--- config.mk ---
export PLATFORM = sky130hd
export DESIGN_NAME = pport_regfile
export DESIGN_NICKNAME = d
export VERILOG_FILES = /design/src/rtl/pport_pkg.sv /design/src/rtl/pport_sync.sv /design/src/rtl/pport_irq.sv /design/src/rtl/pport_regfile.sv
export SDC_FILE = /design/constraint.sdc
export NUM_CORES = 1
export LEC_CHECK = 0
export BUFFER_PORTS_ARGS = -buffer_cell sky130_fd_sc_hd__buf_2
export CORE_MARGIN = 5
export CORE_UTILIZATION = 41
export CTS_CLUSTER_DIAMETER = 120
export DETAILED_ROUTE_END_ITERATION = 10
export GPL_ROUTABILITY_DRIVEN = 0
export GPL_TIMING_DRIVEN = 0
export PLACE_DENSITY = 0.67
export SYNTH_ARGS = -nofsm -noshare
export SYNTH_HDL_FRONTEND = slang
export SYNTH_SLANG_ARGS = --single-unit
--- constraint.sdc ---
create_clock -name clk -period 2.2 [get_ports clk]
set_input_delay 0.22 -clock clk [delete_from_list [all_inputs] [get_ports clk]]
set_output_delay 0.22 -clock clk [all_outputs]
set_load 0.01 [all_outputs]
--- src/rtl/pport_pkg.sv ---
package pport_pkg;

    localparam int DATA_W = 8;
    localparam int ADDR_W = 2;

    localparam logic [ADDR_W-1:0] A_DATA   = 2'd0;
    localparam logic [ADDR_W-1:0] A_STATUS = 2'd1;
    localparam logic [ADDR_W-1:0] A_CTRL   = 2'd2;

    // Control register bit order is fixed by the host software view.
    typedef struct packed {
        logic dir_in;    // bit 5
        logic irq_en;    // bit 4
        logic sel;       // bit 3
        logic init;      // bit 2
        logic autofd;    // bit 1
        logic strobe;    // bit 0
    } ctrl_t;

    localparam int CTRL_W = $bits(ctrl_t);

    typedef struct packed {
        logic busy;
        logic ack_n;
        logic perror;
        logic select;
        logic fault_n;
    } stat_in_t;

    localparam int STAT_W = $bits(stat_in_t);

    function automatic logic [DATA_W-1:0] status_byte(stat_in_t s);
        return {~s.busy, s.ack_n, s.perror, s.select, s.fault_n, 3'b000};
    endfunction

    function automatic logic [DATA_W-1:0] ctrl_byte(ctrl_t c);
        return {{(DATA_W-CTRL_W){1'b0}}, c};
    endfunction

endpackage

--- src/rtl/pport_sync.sv ---
module pport_sync #(
    parameter int WIDTH  = 1,
    parameter int STAGES = 2
) (
    input  logic             clk,
    input  logic             rst,
    input  logic [WIDTH-1:0] d_in,
    output logic [WIDTH-1:0] d_out
);
    logic [WIDTH-1:0] stage_q [STAGES];

    generate
        for (genvar i = 0; i < STAGES; i++) begin : g_stage
            if (i == 0) begin : g_first
                always_ff @(posedge clk) begin
                    if (rst) stage_q[0] <= '0;
                    else     stage_q[0] <= d_in;
                end
            end else begin : g_next
                always_ff @(posedge clk) begin
                    if (rst) stage_q[i] <= '0;
                    else     stage_q[i] <= stage_q[i-1];
                end
            end
        end
    endgenerate

    assign d_out = stage_q[STAGES-1];
endmodule

--- src/rtl/pport_irq.sv ---
module pport_irq (
    input  logic clk,
    input  logic rst,
    input  logic ack_n_sync,
    input  logic enable,
    input  logic clear,
    output logic irq
);
    logic ack_prev_q;
    logic flag_q;
    logic rise;

    assign rise = ack_n_sync & ~ack_prev_q;

    always_ff @(posedge clk) begin
        if (rst) begin
            ack_prev_q <= 1'b0;
            flag_q     <= 1'b0;
        end else begin
            ack_prev_q <= ack_n_sync;
            if (rise && enable) flag_q <= 1'b1;   // a new edge wins over clear
            else if (clear)     flag_q <= 1'b0;
        end
    end

    assign irq = flag_q;

    AST_IRQ_SET: assert property (@(posedge clk) disable iff (rst)
        (ack_n_sync && !ack_prev_q && enable) |=> irq);
    AST_IRQ_CLEAR: assert property (@(posedge clk) disable iff (rst)
        (clear && !(ack_n_sync && !ack_prev_q && enable)) |=> !irq);
    AST_IRQ_STICKY: assert property (@(posedge clk) disable iff (rst)
        (irq && !clear) |=> irq);
    AST_IRQ_NO_SPURIOUS: assert property (@(posedge clk) disable iff (rst)
        (!irq && !(ack_n_sync && !ack_prev_q && enable)) |=> !irq);
endmodule

--- src/rtl/pport_regfile.sv ---
module pport_regfile
    import pport_pkg::*;
#(
    parameter int SYNC_STAGES = 2
) (
    input  logic              clk,
    input  logic              rst,
    input  logic [ADDR_W-1:0] host_addr,
    input  logic              host_wr,
    input  logic              host_rd,
    input  logic [DATA_W-1:0] host_wdata,
    output logic [DATA_W-1:0] host_rdata,
    input  logic [DATA_W-1:0] pin_data_in,
    output logic [DATA_W-1:0] pin_data_out,
    output logic              pin_data_oe,
    input  logic              pin_busy,
    input  logic              pin_ack_n,
    input  logic              pin_perror,
    input  logic              pin_select,
    input  logic              pin_fault_n,
    output logic              pin_strobe_n,
    output logic              pin_autofd_n,
    output logic              pin_selin_n,
    output logic              pin_init_n,
    output logic              irq
);
    localparam int IN_W = DATA_W + STAT_W;

    logic [IN_W-1:0]   raw_in, sync_in;
    logic [DATA_W-1:0] data_sync;
    stat_in_t          stat_sync;
    logic [DATA_W-1:0] data_q;
    ctrl_t             ctrl_q;
    logic              stat_rd;

    assign raw_in = {pin_data_in, pin_busy, pin_ack_n, pin_perror, pin_select, pin_fault_n};

    pport_sync #(.WIDTH(IN_W), .STAGES(SYNC_STAGES)) u_sync (
        .clk   (clk),
        .rst   (rst),
        .d_in  (raw_in),
        .d_out (sync_in)
    );

    assign data_sync = sync_in[IN_W-1 -: DATA_W];
    assign stat_sync = stat_in_t'(sync_in[STAT_W-1:0]);

    always_ff @(posedge clk) begin
        if (rst) begin
            data_q <= '0;
            ctrl_q <= '0;
        end else if (host_wr) begin
            if (host_addr == A_DATA) data_q <= host_wdata;
            if (host_addr == A_CTRL) ctrl_q <= ctrl_t'(host_wdata[CTRL_W-1:0]);
        end
    end

    assign stat_rd = host_rd && (host_addr == A_STATUS);

    pport_irq u_irq (
        .clk        (clk),
        .rst        (rst),
        .ack_n_sync (stat_sync.ack_n),
        .enable     (ctrl_q.irq_en),
        .clear      (stat_rd),
        .irq        (irq)
    );

    always_comb begin
        unique case (host_addr)
            A_DATA:   host_rdata = data_sync;
            A_STATUS: host_rdata = status_byte(stat_sync);
            A_CTRL:   host_rdata = ctrl_byte(ctrl_q);
            default:  host_rdata = '0;
        endcase
    end

    assign pin_data_out = data_q;
    assign pin_data_oe  = ~ctrl_q.dir_in;
    assign pin_strobe_n = ~ctrl_q.strobe;
    assign pin_autofd_n = ~ctrl_q.autofd;
    assign pin_selin_n  = ~ctrl_q.sel;
    assign pin_init_n   =  ctrl_q.init;

    AST_DATA_WRITE: assert property (@(posedge clk) disable iff (rst)
        (host_wr && host_addr == A_DATA) |=> pin_data_out == $past(host_wdata));
    AST_DIR_RELEASE: assert property (@(posedge clk) disable iff (rst)
        (host_wr && host_addr == A_CTRL && host_wdata[5]) |=> !pin_data_oe);
    AST_STATUS_WR_IGNORED: assert property (@(posedge clk) disable iff (rst)
        (host_wr && host_addr == A_STATUS) |=>
            $stable(pin_data_out) && $stable(pin_data_oe) && $stable(pin_strobe_n)
            && $stable(pin_init_n));
    AST_STROBE_POLARITY: assert property (@(posedge clk) disable iff (rst)
        (host_wr && host_addr == A_CTRL) |=> pin_strobe_n == !$past(host_wdata[0]));
    AST_RSVD_ZERO: assert property (@(posedge clk) disable iff (rst)
        (host_addr == A_STATUS) |-> host_rdata[2:0] == 3'b000);
endmodule

==> key figures, run 1 <==
Logic synthesis
  • Synth warn: 0
  • Yosys reg bits: 42
  • Sequential area share after synthesis: 0.548
  • Mapped Cells: 143
  • Unique masters post-synth: 16
  • Avg Cell Area, Syn: 10.7 um2
  • Area of the mapped netlist: 0.00154 mm2
  • Post-Syn Nets: 170

Layout
  • Antenna diode count: 0
  • Fillcell total: 358
  • Layout Nets: 225
  • Area occupied by registers: 841 um2
  • Fraction of layout cells with a size suffix above 1: 0.296
  • Commonest cells after routing, fill and taps aside: 51 x buf_2, 42 x dfxtp_1, 28 x nor2b_1, 25 x nand2b_1, 21 x mux2i_1
  • Most common cell after layout, fill and taps aside: buf_2
  • Design Area, Final: 0.00192 mm2
  • Multi-input gate area: 634 um2
  • Area Overhead vs Synth: 25.2%

Placement
  • PortBufs: 48
  • Post-DP HPWL: 2.23 mm
  • DP Area: 0.00184 mm2

Clocking
  • Post-CTS resize count: 0
  • Clock buffer depth: 2
  • TritonCTS buffer count: 5
  • H-tree depth: 2
  • Hold_buf cts: 0
  • Worst-Skew Late Latency: 0.29 ns
  • CTS root buf: clkbuf_8
  • Worst-path clk slew: 0.08 ns
  • Clk sink count: 42
  • Post-CTS Setup Inserts: 0
  • CTS tree: yes

Power
  • Sw Pwr: 0.319 mW
  • Clk pwr share: 0.337
  • Leakage: 0.880 nW
  • Switch share: 0.228
  • Int Power: 1.08 mW
  • Part of the power in registers: 0.573
  • Maximum vdd drop: 0.475 mV
  • Pwr Density: 729 mW/mm2
  • Combinational power share: 0.090

Timing
  • Slew headroom: 0.703
  • Worst Max-Slew Pin Slew: 0.445 ns
  • Final period utilization: 0.634
  • Endpoints failing setup: 0
  • Worst-case hold slack: 0.130 ns
  • Final count of hold timing violations: 0
  • Shortest period the worst path allows: 1.39 ns
  • Slew Limit Fails: 0
  • RSZ-0062 raised after global routing: false
  • FMAX: 717 MHz
  • Clock Skews: 0.00625 ns
  • Final setup TNS: 0 ns

Setup path
  • CP cell instances: buf_2 > buf_2 > nor2b_1 > o2bb2ai_1 > buf_2
  • Type of the worst setup path: in2out
  • Most frequent CP cell: buf_2
  • CP required: 1.98 ns
  • Count of buffer and inverter cells on the critical path: 3
  • Worst Path Max Fanout: 10
  • Delay-heaviest family, CP: buffers and inverters
  • Worst EP arrival: 1.17 ns
  • Critical-path top delay cell: nor2b_1
  • Slowest stage delay, CP: 0.28 ns
  • Critical Path Source Type: input port
  • CP endpoint kind: output port

Drt
  • Routed len/inst: 11.7 um
  • Drt initial violations: 18
  • Final Routed Wirelength: 2.90 mm
  • Final ANT Viol Nets: 0
  • Drt first pass iters: 4
  • Vias/cell: 4.38
  • DR vias: 1081
  • Post-route DRC: 0

Floorplanning
  • Die X: 71.2 um
  • Die height: 71.2 um
  • Die ar.: 0.00507 mm2
  • I/O pin count: 49
  • Core footprint: 0.00363 mm2
  • Row count: 22
  • Starting Density: 0.423

Global route
  • Vias in the first global route: 1102
  • Gr ovfl total: 0
  • Pin count of the biggest net entering global routing: 14
  • Initial antenna violation count: 0
  • Total Routing Usage GR: 0.125
  • First-pass GRT wire length: 4.86 mm

Hold path
  • Hold Crit Class: in2reg

Run
  • Max_cap viols: 0

Run status
  • Status: finished, final reports clean
-- final timing paths --
path                           endpoint  slack (ns)                  start  cells after the start
setup / recovery          host_rdata[5]        0.81           host_addr[1]                      5
hold / removal    u_sync.stage_q[0][12]        0.13         pin_data_in[7]                      2
setup reg to reg              u_irq.irq        1.43              ctrl_q[4]                      2
hold reg to reg   u_sync.stage_q[1][10]        0.44  u_sync.stage_q[0][10]                      1
-- synth_stat cells --
cell type / instances / area [um2]
clkbuf_1: 5 / 18.8
mux2i_1: 21 / 210
nand2_1: 1 / 3.75
nand2b_1: 25 / 156
nor2b_1: 28 / 175
and3b_1: 2 / 17.5
dfxtp_1: 42 / 841
buf_6: 1 / 11.3
or3b_1: 1 / 8.76
a21oi_1: 1 / 5.00
inv_1: 4 / 15.0
buf_2: 3 / 15.0
o32ai_1: 1 / 8.76
o2bb2ai_1: 3 / 26.3
nor3b_1: 1 / 7.51
nor2_1: 4 / 15.0
-- worst reg2reg max path: cells and delay by family, from the launching register on --
family	cells	cell delay [ns]
AOI/OAI and AO/OA	1	0.23
and+or+nand+nor	1	0.07
DFF	1	0.38
-- state kept, by name, summed over array words and instances, names as in the netlist --
signal / flops
pin_init_n: 1
u_sync.stage_q: 26
u_irq.ack_prev_q: 1
pin_data_out: 8
u_irq.irq: 1
ctrl_q: 5
-- stage by stage --
stage / power [mW] / util / worst slack, ns / instances
2_1_floorplan: 0.894 / - / 1.19 / 143
3_3_place_gp: 0.943 / 0.505 / 0.819 / 239
3_5_place_dp: 0.949 / 0.505 / 0.800 / 239
4_1_cts: 1.42 / 0.529 / 0.801 / 247
5_1_grt: 1.47 / 0.529 / 0.726 / 247
6_report: 1.40 / 0.529 / 0.805 / 247
-- cells by family (layout without fill, tap and decap cells) --
kind of cell / Yosys count / in the layout / synth area share
flip-flops: 42 / 42 / 0.548
buffers and inverters: 13 / 69 / 0.0391
AND/OR/NAND/NOR: 62 / 62 / 0.250
multiplexers: 21 / 21 / 0.137
AO/OA/AOI/OAI: 5 / 5 / 0.0261
-- routing by layer --
layer | vias to the layer above | part of all wire | GRT usage
li1 | 567 | - | -
met1 | 478 | 0.42 | 0.138
met2 | 31 | 0.49 | 0.210
met3 | 5 | 0.078 | 0.0497
met4 | 0 | 0.014 | 0.0564
met5 | - | 0 | 0
-- power groups by stage --
stage | logic [mW] | clock network (mW) | registers, mW
floorplan | 0.0739 | 0 | 0.820
global placement | 0.125 | 0 | 0.818
detailed placement | 0.129 | 0 | 0.820
CTS | 0.129 | 0.490 | 0.802
global route | 0.141 | 0.521 | 0.806
finish | 0.126 | 0.473 | 0.802
-- area by class of cell --
type                       count  area share
inverter                       4     0.00781
buffer                         9      0.0234
clock buffer                   6      0.0378
multi-input combinational     88       0.330
tap                           48      0.0313
clock inverter                 2     0.00716
timing repair buffer          48       0.125
sequential                    42       0.438
Note: power is estimated with default switching activity, not from simulation.
==> run 2: changes to the inputs <==
--- a/config.mk
+++ b/config.mk
@@ -5,6 +5,7 @@
 export SDC_FILE = /design/constraint.sdc
 export NUM_CORES = 1
 export LEC_CHECK = 0
+export ABC_AREA = 1
 export BUFFER_PORTS_ARGS = -buffer_cell sky130_fd_sc_hd__buf_2
 export CORE_MARGIN = 5
 export CORE_UTILIZATION = 41
==> constraint.sdc (replaced) <==
create_clock -name clk -period 1.3 [get_ports clk]
set_input_delay 0.13 -clock clk [delete_from_list [all_inputs] [get_ports clk]]
set_output_delay 0.13 -clock clk [all_outputs]
set_load 0.01 [all_outputs]
==> key figures, run 2 <==
Run status
  • Status: finished, final reports clean

Clocking
  • Clock buffer depth: 2
  • TritonCTS buffer count: 5
  • CTS tree: yes
  • Clk sink count: 42
  • H-tree depth: 2
  • Hold_buf cts: 0
  • Post-CTS resize count: 0
  • Worst-path clk slew: 0.08 ns
  • Post-CTS Setup Inserts: 0
  • CTS root buf: clkbuf_8
  • Worst-Skew Late Latency: 0.29 ns

Drt
  • DR vias: 1203
  • Drt initial violations: 51
  • Post-route DRC: 0
  • Routed len/inst: 9.59 um
  • Final Routed Wirelength: 2.90 mm
  • Drt first pass iters: 4
  • Final ANT Viol Nets: 0
  • Vias/cell: 3.98

Logic synthesis
  • Yosys reg bits: 42
  • Largest area contributor in the synthesized netlist: dfxtp_1
  • Synth top cells by count: 49 x nor2_1, 42 x dfxtp_1, 37 x inv_1, 34 x nand2_1, 9 x a21oi_1
  • Synth warn: 0
  • Top-count cell post-synth: nor2_1
  • Synth Flop Type: dfxtp_1
  • Synth area leaders: dfxtp_1 55%, nor2_1 12%, inv_1 9.0%
  • Async SR Flop Fraction: 0
  • Mapped Cells: 199
  • Post-Syn Nets: 226
  • EDFF count, synth: 0
  • Sequential area share after synthesis: 0.546
  • Area share of the largest cell type after synthesis: 0.546
  • Area of the mapped netlist: 0.00154 mm2
  • Unique masters post-synth: 15
  • Avg Cell Area, Syn: 7.73 um2

Layout
  • Max reg flops: 26
  • Reg with most FFs: u_sync.stage_q
  • Area Overhead vs Synth: 26.3%
  • Antenna diode count: 0
  • Commonest cells after routing, fill and taps aside: 52 x buf_2, 49 x nor2_1, 42 x dfxtp_1, 37 x inv_1, 34 x nand2_1
  • Most common cell after layout, fill and taps aside: buf_2
  • Layout Nets: 280
  • Fillcell total: 364
  • Fraction of layout cells with a size suffix above 1: 0.256

Global route
  • Vias in the first global route: 1086
  • Gr ovfl total: 0
  • Total Routing Usage GR: 0.123
  • First-pass GRT wire length: 4.83 mm
  • Initial antenna violation count: 0
  • Pin count of the biggest net entering global routing: 14

Timing
  • RSZ-0062 raised after global routing: false
  • Endpoints failing setup: 0
  • Slew headroom: 0.833
  • Final setup TNS: 0 ns
  • FMAX: 841 MHz
  • Final count of hold timing violations: 0
  • Slew Limit Fails: 0
  • Worst-case hold slack: 0.0344 ns
  • Worst Max-Slew Pin Slew: 0.249 ns
  • Clock Skews: 0.00140 ns
  • Shortest period the worst path allows: 1.19 ns
  • Final period utilization: 0.915

Floorplanning
  • Die ar.: 0.00508 mm2
  • Core footprint: 0.00366 mm2
  • Die height: 71.3 um
  • Row count: 22
  • Die X: 71.3 um
  • Starting Density: 0.420
  • I/O pin count: 49

Setup path
  • Critical Path Source Type: flip-flop
  • CP required: 1.17 ns
  • CP endpoint kind: output port
  • Critical-path top delay cell: dfxtp_1
  • Delay-heaviest family, CP: flip-flops
  • Count of buffer and inverter cells on the critical path: 2
  • CP cell instances: inv_1 > o211ai_1 > buf_2
  • Slowest stage delay, CP: 0.31 ns
  • Type of the worst setup path: reg2out
  • Worst EP arrival: 1.06 ns
  • Worst Path Max Fanout: 3

Power
  • Maximum vdd drop: 0.830 mV
  • Pwr Density: 1350 mW/mm2
  • Leakage: 1.01 nW

Run
  • Max_cap viols: 0

Placement
  • Post-DP HPWL: 2.17 mm
  • PortBufs: 47

Hold path
  • Hold Crit Class: in2reg
## run 2: cell types whose count changed after synthesis, moves of 5 or more
cell / delta
nand2_1: +33
nand2b_1: -25
clkbuf_1: -5
nor2_1: +45
a21oi_1: +8
inv_1: +33
nand3b_1: +8
mux2i_1: -21
nor2b_1: -28
o21ai_0: +5
## run 2: routing by layer
layer / routed length (um) / track usage / up-vias
met5: 0 / 0 / -
met4: 36 / 0.0564 / 0
met3: 259 / 0.0505 / 6
met2: 1340 / 0.206 / 37
met1: 1260 / 0.137 / 470
li1: - / - / 690
## run 2: path summary, 6_finish.rpt
| check | from | end | slack, ns | depth (start not counted) |
|---|---|---|---|---|
| worst min-delay path | pin_data_in[0] | u_sync.stage_q[0][5] | 0.03 | 3 |
| worst max-delay path | ctrl_q[5] | host_rdata[5] | 0.11 | 3 |
| worst max register to register | u_sync.stage_q[1][3] | u_irq.irq | 0.63 | 4 |
| worst min register to register | u_sync.stage_q[0][3] | u_sync.stage_q[1][3] | 0.40 | 2 |
## run 2: area by class of cell
| cell class | count | area [um2] | share of cell area |
|---|---|---|---|
| timing repair buffer | 47 | 235 | 0.121 |
| buffer | 9 | 68.8 | 0.0354 |
| multi-input combinational | 111 | 490 | 0.252 |
| clock inverter | 2 | 37.5 | 0.0193 |
| inverter | 37 | 139 | 0.0714 |
| clock buffer | 6 | 72.6 | 0.0373 |
| sequential | 42 | 841 | 0.432 |
| tap | 48 | 60.1 | 0.0309 |
## run 2: logic make-up after synthesis
| kind of cell | after synthesis | share of synthesized area |
|---|---|---|
| buffers and inverters | 46 | 0.135 |
| DFF | 42 | 0.546 |
| and+or+nand+nor | 94 | 0.259 |
| AOI/OAI and AO/OA | 17 | 0.0602 |
## run 2: worst register-to-register path, cell delays in order, from the launching register on
cell and delay [ns]:
dfxtp_1 0.31, inv_1 0.05, nor2_1 0.08, nand2_1 0.05, a21oi_1 0.12
## run 2: report_power, final
part | internal, mW | switching, mW
Sequential | 1.35 | 0.0168
Clock | 0.573 | 0.435
Combinational | 0.111 | 0.143
## run 2: through the flow
| stage | util | setup WS (ns) | cells | power, mW | area, um2 |
|---|---|---|---|---|---|
| global placement | 0.501 | 0.184 | 294 | 1.65 | 1830 |
| global route | 0.531 | 0.0450 | 302 | 2.73 | 1940 |
| finish | 0.531 | 0.111 | 302 | 2.62 | 1940 |
| detailed placement | 0.501 | 0.171 | 294 | 1.65 | 1830 |
| floorplan | - | 0.463 | 199 | 1.55 | 1540 |
| CTS | 0.531 | 0.0987 | 302 | 2.66 | 1940 |
==> run 3: changes to the inputs <==
--- a/config.mk
+++ b/config.mk
@@ -13,7 +13,8 @@
 export DETAILED_ROUTE_END_ITERATION = 10
 export GPL_ROUTABILITY_DRIVEN = 0
 export GPL_TIMING_DRIVEN = 0
-export PLACE_DENSITY = 0.67
+export PLACE_DENSITY = 0.66
 export SYNTH_ARGS = -nofsm -noshare
 export SYNTH_HDL_FRONTEND = slang
+export SYNTH_HIERARCHICAL = 1
 export SYNTH_SLANG_ARGS = --single-unit
==> key figures, run 3 <==
Logic synthesis
  • Post-Syn Nets: 237
  • Sequential area share after synthesis: 0.536
  • EDFF count, synth: 0
  • Unique masters post-synth: 16
  • Yosys reg bits: 42
  • Synth top cells by count: 48 x nor2_1, 45 x inv_1, 42 x dfxtp_1, 36 x nand2_1
  • Synth Flop Type: dfxtp_1
  • Avg Cell Area, Syn: 7.47 um2
  • Synth warn: 6
  • Area share of the largest cell type after synthesis: 0.536
  • Top-count cell post-synth: nor2_1
  • Async SR Flop Fraction: 0
  • Area of the mapped netlist: 0.00157 mm2
  • Largest area contributor in the synthesized netlist: dfxtp_1
  • Mapped Cells: 210
  • Synth area leaders: dfxtp_1 54%, nor2_1 11%, inv_1 11%

Power
  • Clk pwr share: 0.379
  • Leakage: 1.07 nW
  • Int Power: 2.03 mW
  • Combinational power share: 0.100
  • Tot Pwr: 2.61 mW
  • Sw Pwr: 0.583 mW
  • Switch share: 0.223
  • Pwr Density: 1320 mW/mm2
  • Maximum vdd drop: 0.855 mV
  • Part of the power in registers: 0.522

Layout
  • Max reg flops: 26
  • Fraction of layout cells with a size suffix above 1: 0.260
  • Most common cell after layout, fill and taps aside: buf_2
  • Multi-input gate area: 479 um2
  • Antenna diode count: 0
  • Layout Nets: 291
  • Commonest cells after routing, fill and taps aside: 51 x buf_2, 48 x nor2_1, 45 x inv_1, 42 x dfxtp_1, 36 x nand2_1
  • Area Overhead vs Synth: 25.8%
  • Fillcell total: 403
  • Area occupied by registers: 841 um2
  • Reg with most FFs: u_sync/stage_q

Run status
  • Status: finished, final reports clean

Clocking
  • Post-CTS resize count: 0
  • CTS tree: yes
  • Post-CTS Setup Inserts: 0
  • H-tree depth: 2
  • CTS root buf: clkbuf_8
  • TritonCTS buffer count: 5
  • Hold_buf cts: 0
  • Clock buffer depth: 2
  • Worst-Skew Late Latency: 0.28 ns
  • Worst-path clk slew: 0.08 ns
  • Clk sink count: 42

Timing
  • Final count of hold timing violations: 0
  • Slew headroom: 0.754
  • Final setup TNS: 0 ns
  • Worst Max-Slew Pin Slew: 0.368 ns
  • FMAX: 854 MHz
  • Shortest period the worst path allows: 1.17 ns
  • Final period utilization: 0.901
  • Worst-case hold slack: 0.0420 ns
  • RSZ-0062 raised after global routing: false
  • Clock Skews: 0.00130 ns
  • Endpoints failing setup: 0
  • Slew Limit Fails: 0

Setup path
  • Worst EP arrival: 1.04 ns
  • CP endpoint kind: output port
  • Critical Path Source Type: flip-flop
  • Worst Path Max Fanout: 3
  • Type of the worst setup path: reg2out
  • Reg2Reg Depth: 4
  • CP required: 1.17 ns

Floorplanning
  • Die height: 71.9 um
  • Starting Density: 0.425
  • Die X: 71.9 um
  • Row count: 22
  • Die ar.: 0.00516 mm2
  • Core footprint: 0.00369 mm2
  • I/O pin count: 49

Drt
  • Drt initial violations: 40
  • Post-route DRC: 0
  • Final Routed Wirelength: 2.81 mm
  • DR vias: 1265
  • Vias/cell: 4.04
  • Routed len/inst: 8.97 um
  • Drt first pass iters: 4
  • Final ANT Viol Nets: 0

Global route
  • Vias in the first global route: 1087
  • Pin count of the biggest net entering global routing: 14
  • Gr ovfl total: 0
  • Total Routing Usage GR: 0.116
  • Initial antenna violation count: 0
  • First-pass GRT wire length: 4.70 mm

Placement
  • Post-DP HPWL: 2.17 mm
  • PortBufs: 47

Run
  • Max_cap viols: 0

Hold path
  • Hold depth: 3
  • Hold Crit Class: in2reg
-- run 3: changes by cell type after synthesis, sizes merged, moves of 2 or more --
cell and change:
nand3b -7, nand2 +2, nand3 +7, inv +10
-- run 3: routing by layer --
layer / vias up / track usage / wire [um]
met3: 2 / 0.0393 / 214
met1: 519 / 0.133 / 1280
met4: 0 / 0.0501 / 29
li1: 710 / - / -
met2: 34 / 0.195 / 1290
met5: - / 0 / 0
-- run 3: path summary, 6_finish.rpt --
path                                        endpoint                  from  slack (ns)
worst max register to register            pin_init_n            pin_init_n        0.66
worst max-delay path                   host_rdata[3]             ctrl_q[3]        0.13
worst min-delay path            u_sync/stage_q[0][2]            pin_perror        0.04
worst min register to register  u_sync/stage_q[1][8]  u_sync/stage_q[0][8]        0.40
-- run 3: worst max-delay path, cell delays in order, from the launching register on --
cell and delay [ns]:
dfxtp_1 0.31, inv_1 0.06, o211ai_1 0.22, buf_2 0.17
-- run 3: cell families (layout without fill, tap and decap cells) --
kind of cell	count (synthesis)	in the layout	share of synthesized area
buffers and inverters	56	111	0.159
and+or+nand+nor	97	97	0.253
DFF	42	42	0.536
AOI/OAI and AO/OA	15	15	0.0526
-- run 3: power by group through the flow --
| stage | sequential, mW | clock (mW) | combinational, mW |
|---|---|---|---|
| 6_report | 1.36 | 0.990 | 0.260 |
| 4_1_cts | 1.36 | 1.02 | 0.265 |
| 5_1_grt | 1.37 | 1.08 | 0.299 |
| 3_3_place_gp | 1.39 | 0 | 0.261 |
| 3_5_place_dp | 1.39 | 0 | 0.264 |
| 2_1_floorplan | 1.40 | 0 | 0.154 |
-- run 3: cell type report --
type / instances / area share
timing repair buffer: 47 / 0.119
inverter: 47 / 0.0894
multi-input combinational: 112 / 0.243
clock buffer: 6 / 0.0368
buffer: 9 / 0.0368
sequential: 42 / 0.426
clock inverter: 2 / 0.0190
tap: 48 / 0.0304
-- run 3: metrics by stage --
stage          utilization  instances  setup slack (ns)  area, um2
2_1_floorplan            -        210             0.531       1570
3_3_place_gp         0.505        305             0.145       1860
3_5_place_dp         0.505        305             0.150       1860
4_1_cts              0.535        313             0.122       1970
5_1_grt              0.535        313            0.0559       1970
6_report             0.535        313             0.129       1970
